**src/rtl/irq_vector_ctrl.sv**
```systemverilog
module irq_vector_ctrl #(
  parameter int NSRC      = 8,
  parameter int PC_W      = 16,
  parameter int BOOT_BASE = 'h7000,
  parameter int STRIDE    = 2,
  localparam int IDX_W    = $clog2(NSRC + 1)
) (
  input  logic             clk,
  input  logic             rst_n,
  input  logic             rst_req,
  input  logic [NSRC-1:0]  irq_req,
  input  logic [NSRC-1:0]  irq_en,
  input  logic [PC_W-1:0]  pc,
  input  logic             ivec_boot,
  input  logic             rvec_boot,
  input  logic             lock_app,
  input  logic             lock_boot,
  input  logic             gie_set,
  input  logic             gie_clr,
  input  logic             reti,
  output logic             take,
  output logic [PC_W-1:0]  vec_addr,
  output logic [IDX_W-1:0] ack_idx,
  output logic [NSRC-1:0]  ack,
  output logic             gie
);

  localparam logic [PC_W-1:0] BOOT_A = PC_W'(BOOT_BASE);
  localparam logic [PC_W-1:0] STEP   = PC_W'(STRIDE);

  logic             in_boot, locked, any_live;
  logic [NSRC-1:0]  live, first;
  logic [IDX_W-1:0] win;
  logic [PC_W-1:0]  ivec_base, rvec_base, win_addr;

  assign in_boot   = pc >= BOOT_A;
  assign locked    = ivec_boot ? (!in_boot && lock_app) : (in_boot && lock_boot);
  assign live      = irq_req & irq_en & {NSRC{gie && !locked}};
  assign any_live  = |live;
  assign first     = live & (~live + NSRC'(1));
  assign ivec_base = ivec_boot ? BOOT_A : '0;
  assign rvec_base = rvec_boot ? BOOT_A : '0;

  always_comb begin
    win = '0;
    for (int i = NSRC - 1; i >= 0; i--)
      if (live[i]) win = IDX_W'(i + 1);
  end

  assign win_addr = ivec_base + PC_W'(win) * STEP;

  always_ff @(posedge clk or negedge rst_n) begin
    if (!rst_n) begin
      take     <= 1'b0;
      vec_addr <= '0;
      ack_idx  <= '0;
      ack      <= '0;
      gie      <= 1'b0;
    end else if (rst_req) begin
      take     <= 1'b1;
      vec_addr <= rvec_base;
      ack_idx  <= '0;
      ack      <= '0;
      gie      <= 1'b0;
    end else if (any_live) begin
      take     <= 1'b1;
      vec_addr <= win_addr;
      ack_idx  <= win;
      ack      <= first;
      gie      <= 1'b0;
    end else begin
      take <= 1'b0;
      ack  <= '0;
      if (gie_clr)              gie <= 1'b0;
      else if (gie_set || reti) gie <= 1'b1;
    end
  end

endmodule


```
**config.mk**
```make
export PLATFORM = sky130hd
export DESIGN_NAME = irq_vector_ctrl
export DESIGN_NICKNAME = d
export VERILOG_FILES = /design/src/rtl/irq_vector_ctrl.sv
export SDC_FILE = /design/constraint.sdc
export NUM_CORES = 1
export LEC_CHECK = 0
export BUFFER_PORTS_ARGS = -buffer_cell sky130_fd_sc_hd__buf_2
export CAP_MARGIN = 5
export CORE_MARGIN = 2
export CORE_UTILIZATION = 39
export CTS_CLUSTER_SIZE = 25
export DETAILED_ROUTE_END_ITERATION = 6
export PLACE_DENSITY = 0.84
export SKIP_CTS_REPAIR_TIMING = 1
export SYNTH_ARGS = -nofsm -noshare
export SYNTH_HDL_FRONTEND = slang
export SYNTH_SLANG_ARGS = --single-unit
```
**constraint.sdc**
```tcl
create_clock -name clk -period 1.75 [get_ports clk]
set_clock_uncertainty 0.15 [all_clocks]
set_input_delay 0.0875 -clock clk [delete_from_list [all_inputs] [get_ports clk]]
set_output_delay 0.0875 -clock clk [all_outputs]
set_load 0.01 [all_outputs]
```
### Yosys cells after proc, flatten, opt, wreduce, memory -nomap -nowiden

Index checks and enable logic that the tools add are counted.

* RAM bits: 0
* memories kept: 0
* bits in registers: 30
* memory bits (read-only): 0
* input bits: 42
* bits in latches: 0

* equality and inequality tests: 0
* order comparisons: 1
* reduce and logical (&&, ||, !) cells: 9
* multiply operators: 0
* div/mod/pow operators: 0
* bitwise gates (word level): 4
* add/sub/neg operators: 2
* shifts and indexed selects: 0
* muxes and demuxes: 23

Operators with widths (count)
* $mux 4: 10
* $mux 16: 2
* $mux 15: 2
* $and 8x8->8: 3
* $add 15x5->16: 1
* $ge 16x15->1 const B: 1
* $mux 8: 2
* $add 8x1->8 const B: 1
* $not 8->8: 1
* $reduce_or 8->1: 1
* $mux 1: 7
* $reduce_bool 4->1: 1
* $logic_and 1x1->1: 3
* $logic_not 1->1: 2
* $reduce_bool 2->1: 1
* $logic_or 1x1->1: 1

### Longest topological paths before layout

* depth in word-level cells: 18
* mapped depth: 4
* gate-level depth less buffers: 4

### Worst setup path after synthesis

OpenSTA, ideal clock, no wires.

* kind: register to register
* start point: register gie
* end point: register vec_addr[13]
* library setup time: 0.065 ns
* period minus slack after synthesis: 1.506 ns
* slack: 0.244 ns
* arrival: 1.291 ns
* required time: 1.535 ns
* path buffers: 0
* stages on the path, launching flop included: 5
* cell sequence: dfrtp_1 > a21bo_2 > nand2b_4 > a2111oi_1 > a211o_1

* longest elaborated chain between the ends: 13
* elaborated cells on any way between the ends: 15
* classes of those cells: add/sub: 1; mux: 10; bitwise: 1; reduce/logical: 3

Ends and longest elaborated chain
* start: declaration: line 25 `output logic gie`
* start signal: assignment: line 58 `gie <= 1'b0;`
* start signal: assignment: line 64 `gie <= 1'b0;`
* start signal: assignment: line 70 `gie <= 1'b0;`
* $logic_and 1x1->1 (*): line 38 `assign live = irq_req & irq_en & {NSRC{gie && !locked}};`
* $and 8x8->8 (*): line 38
* $mux 4 (8 in a row): line 47 `if (live[i]) win = IDX_W'(i + 1);`
* $add 15x5->16: line 50 `assign win_addr = ivec_base + PC_W'(win) * STEP;`
* $mux 16: line 65 `end else if (any_live) begin`
* $mux 16: line 59 `end else if (rst_req) begin`
* end signal: assignment: line 61 `vec_addr <= rvec_base;`
* end signal: assignment: line 67 `vec_addr <= win_addr;`
* end: declaration: line 22 `output logic [PC_W-1:0] vec_addr,`

Every way passes the cells marked *; elsewhere a longest branch is shown, timed or not. The select of a mux whose other input is x is not followed.
A chain may end at the register's enable or synchronous reset.

### Worst setup path in the final report

* start point: input irq_en[4]
* end point: register vec_addr[13]

* longest elaborated chain between the ends: 10
* elaborated cells on any way between the ends: 12
* classes of those cells: add/sub: 1; mux: 7; bitwise: 2; reduce/logical: 2

Ends and longest elaborated chain
* start: declaration: line 12 `input logic [NSRC-1:0] irq_en,`
* $and 8x8->8 (*) (2 in a row): line 38
* $mux 4 (5 in a row): line 47
* $add 15x5->16: line 50
* $mux 16: line 65
* $mux 16: line 59

Marks and branches as above.

==> out/results.txt <==
largest net degree at the start of global routing: 16
Post-Syn Instances: 94
power per cell area: 592 nW/um2
CTS tree: yes
post-route cell area: 1330 um2
initial antenna violation count: 0
MaxCap Viol Count: 0
Final Max Tran Viols: 0
starting density of the core: 41.3%
Core Footprint: 2210 um2
WHS: -0.0162 ns
pre-CTS setup slack: 0.189 ns
Unique masters post-synth: 38
Worst R2R End: gie$_DFFE_PN0P_
DP Area: 1130 um2
Pre-antenna DRT Iters: 5
CP Data Arrival Time: 1.74 ns
critical path endpoint category: flop
clk root buf: clkbuf_4
nets: 203
ys async rst share: 100%
HPWL after DPL: 1700 um
grt ovf: 0
die width: 52.4 um
status: finished, violations left
clk sinks: 15
Fillers: 198
Crit Path Class: input port to flop
cell class contributing the biggest share of worst-path delay: buffers and inverters
peak supply drop: 0.421 mV
FF-to-FF Start: gie$_DFFE_PN0P_
Seq cells post-synth: 15
WHS Path Cells: 3
wirelength, routed: 2540 um
crit-path cells: dlygate4sd3_1 > buf_2 > a22oi_1 > and4_1 > a2111oi_1 > a211o_1
Mapped Avg Cell Area: 9.73 um2
Buffers on Ports: 50
CTS buffer count: 3
Layout area overhead: 45.4%
I/O pins: 72
std cell rows: 17
CP Max Fanout: 4
vias in the first global route: 748
cell taking the most area after synthesis: dfrtp_1
share of the synthesized area in the top cell type: 41.0%
CP startpoint kind: input port
htree depth: 1
Vias/cell: 5.20
Ant. Diodes: 0
Post-synth EDFFs: 0
Worst path slowest cell: dlygate4sd3_1
Seq/Total Area, Yosys: 41.0%
Min-Delay Endpoint: ack[2]$_DFF_PN0_
reg-to-reg slack, setup: 0.14 ns
R2R depth: 4
Req. time, crit path: 1.78 ns
Worst path max stage delay: 0.55 ns
residual DRC count: 0
fmax: 587 MHz
synthesized area: 915 um2
period utilization: 97.3%
Worst-path clk slew: 0.10 ns
DR iter-0 viols: 22
final worst slack: 0.0465 ns
vias: 978
commonest cells in the netlist: buf_4 (15), dfrtp_1 (15), nand2_1 (14)
LEAKAGE: 0.000699 uW
final hold violation count: 2
Syn. warnings: 0
Period minus WS final: 1.70 ns
share of layout cells above drive strength 1: 41.9%
top cells by area, synth: dfrtp_1 (41%), buf_4 (12%), nand2_1 (5.7%)
GPL Wtd Cong: 0.774
GRT Overall Usage: 16.6%
clock insertion delay at the later pin of the skew report: 0.29 ns
hold crit path type: input port to flop
Routed WL per cell: 13.5 um
die area: 2750 um2
Hold Startpoint: irq_en[2]
clock buffer depth: 2
Antenna Violating Nets Remaining: 0
Die Y: 52.4 um
CP bufs+invs: 2
final setup fails: 0
first-pass GRT wire length: 3240 um
failing checks: hold timing
dominant synthesized flop cell: dfrtp_1
where the power goes:
group          internal [uW]  switching [uW]  leakage [uW]
registers                358            7.76      0.000204
clock network           85.1             122     0.0000177
logic                    102             113      0.000478
metal layers:
layer,GRT usage (%),part of all wire [%],up-vias
met2,25.6,49,61
met1,20.0,39,454
met3,4.29,8.5,8
met4,11.5,3.2,0
met5,0,0,-
li1,-,-,455
worst reg2reg max path, delay by kind of cell (launching register included):
| kind | cells | cell delay [ns] |
|---|---|---|
| flops | 1 | 0.40 |
| simple gates | 2 | 0.20 |
| buf+inv | 2 | 0.74 |
cell usage in the layout, fill, tap and decap left out, types with 2 or more instances in the layout:
cell type	n
dlygate4sd3_1	17
conb_1	9
nor3_1	4
and4_1	2
buf_2	50
a31oi_1	2
o21ai_0	2
nand3_1	3
inv_1	3
dfrtp_1	15
a21oi_1	2
nor2_1	4
nand2_1	14
a22oi_1	2
clkbuf_4	3
buf_4	2
final cells by class:
cell class                      count  area, um2  area share, %
Multi-Input combinational cell     69        445           33.5
Timing Repair Buffer               69        435           32.7
Sequential cell                    15        375           28.2
Tap cell                           28       35.0           2.63
Clock buffer                        3       22.5           1.69
Inverter                            3       11.3          0.847
Clock inverter                      1       5.00          0.376
worst max path at each step:
| stage | from | to | cells after the start |
|---|---|---|---|
| 6_report | irq_en[4] | vec_addr[13]$_DFFE_PN0P_ | 6 |
| 5_1_grt | irq_en[4] | gie$_DFFE_PN0P_ | 6 |
| 4_1_cts | gie$_DFFE_PN0P_ | ack[5]$_DFF_PN0_ | 4 |
| 3_5_place_dp | irq_req[2] | vec_addr[13]$_DFFE_PN0P_ | 5 |
| 3_3_place_gp | irq_req[2] | vec_addr[13]$_DFFE_PN0P_ | 5 |
| 2_1_floorplan | gie$_DFFE_PN0P_ | vec_addr[13]$_DFFE_PN0P_ | 4 |
cells by family after synthesis:
logic type | synth area share (%)
flops | 41.0
compound gates | 19.6
buf+inv | 13.5
simple gates | 24.4
other cells | 0.410
mux | 1.09
metrics by stage:
step	hold slack, ns	std cells	setup TNS, ns	power (uW)	util (%)
final	-0.0162	188	0	787	60.1
after global routing	0.000911	188	-0.0423	828	60.1
after CTS	-0.464	171	0	756	52.4
after detailed placement	-0.143	167	0	553	51.2
after global placement	-0.153	167	0	546	51.2
after floorplan	-0.358	102	0	491	-
sequential cells by signal, indices dropped and copies added (netlist names):
name      cells
vec_addr      2
ack_idx       3
gie           1
take          1
ack           8
No activity file was read; power rests on OpenSTA's default activity.
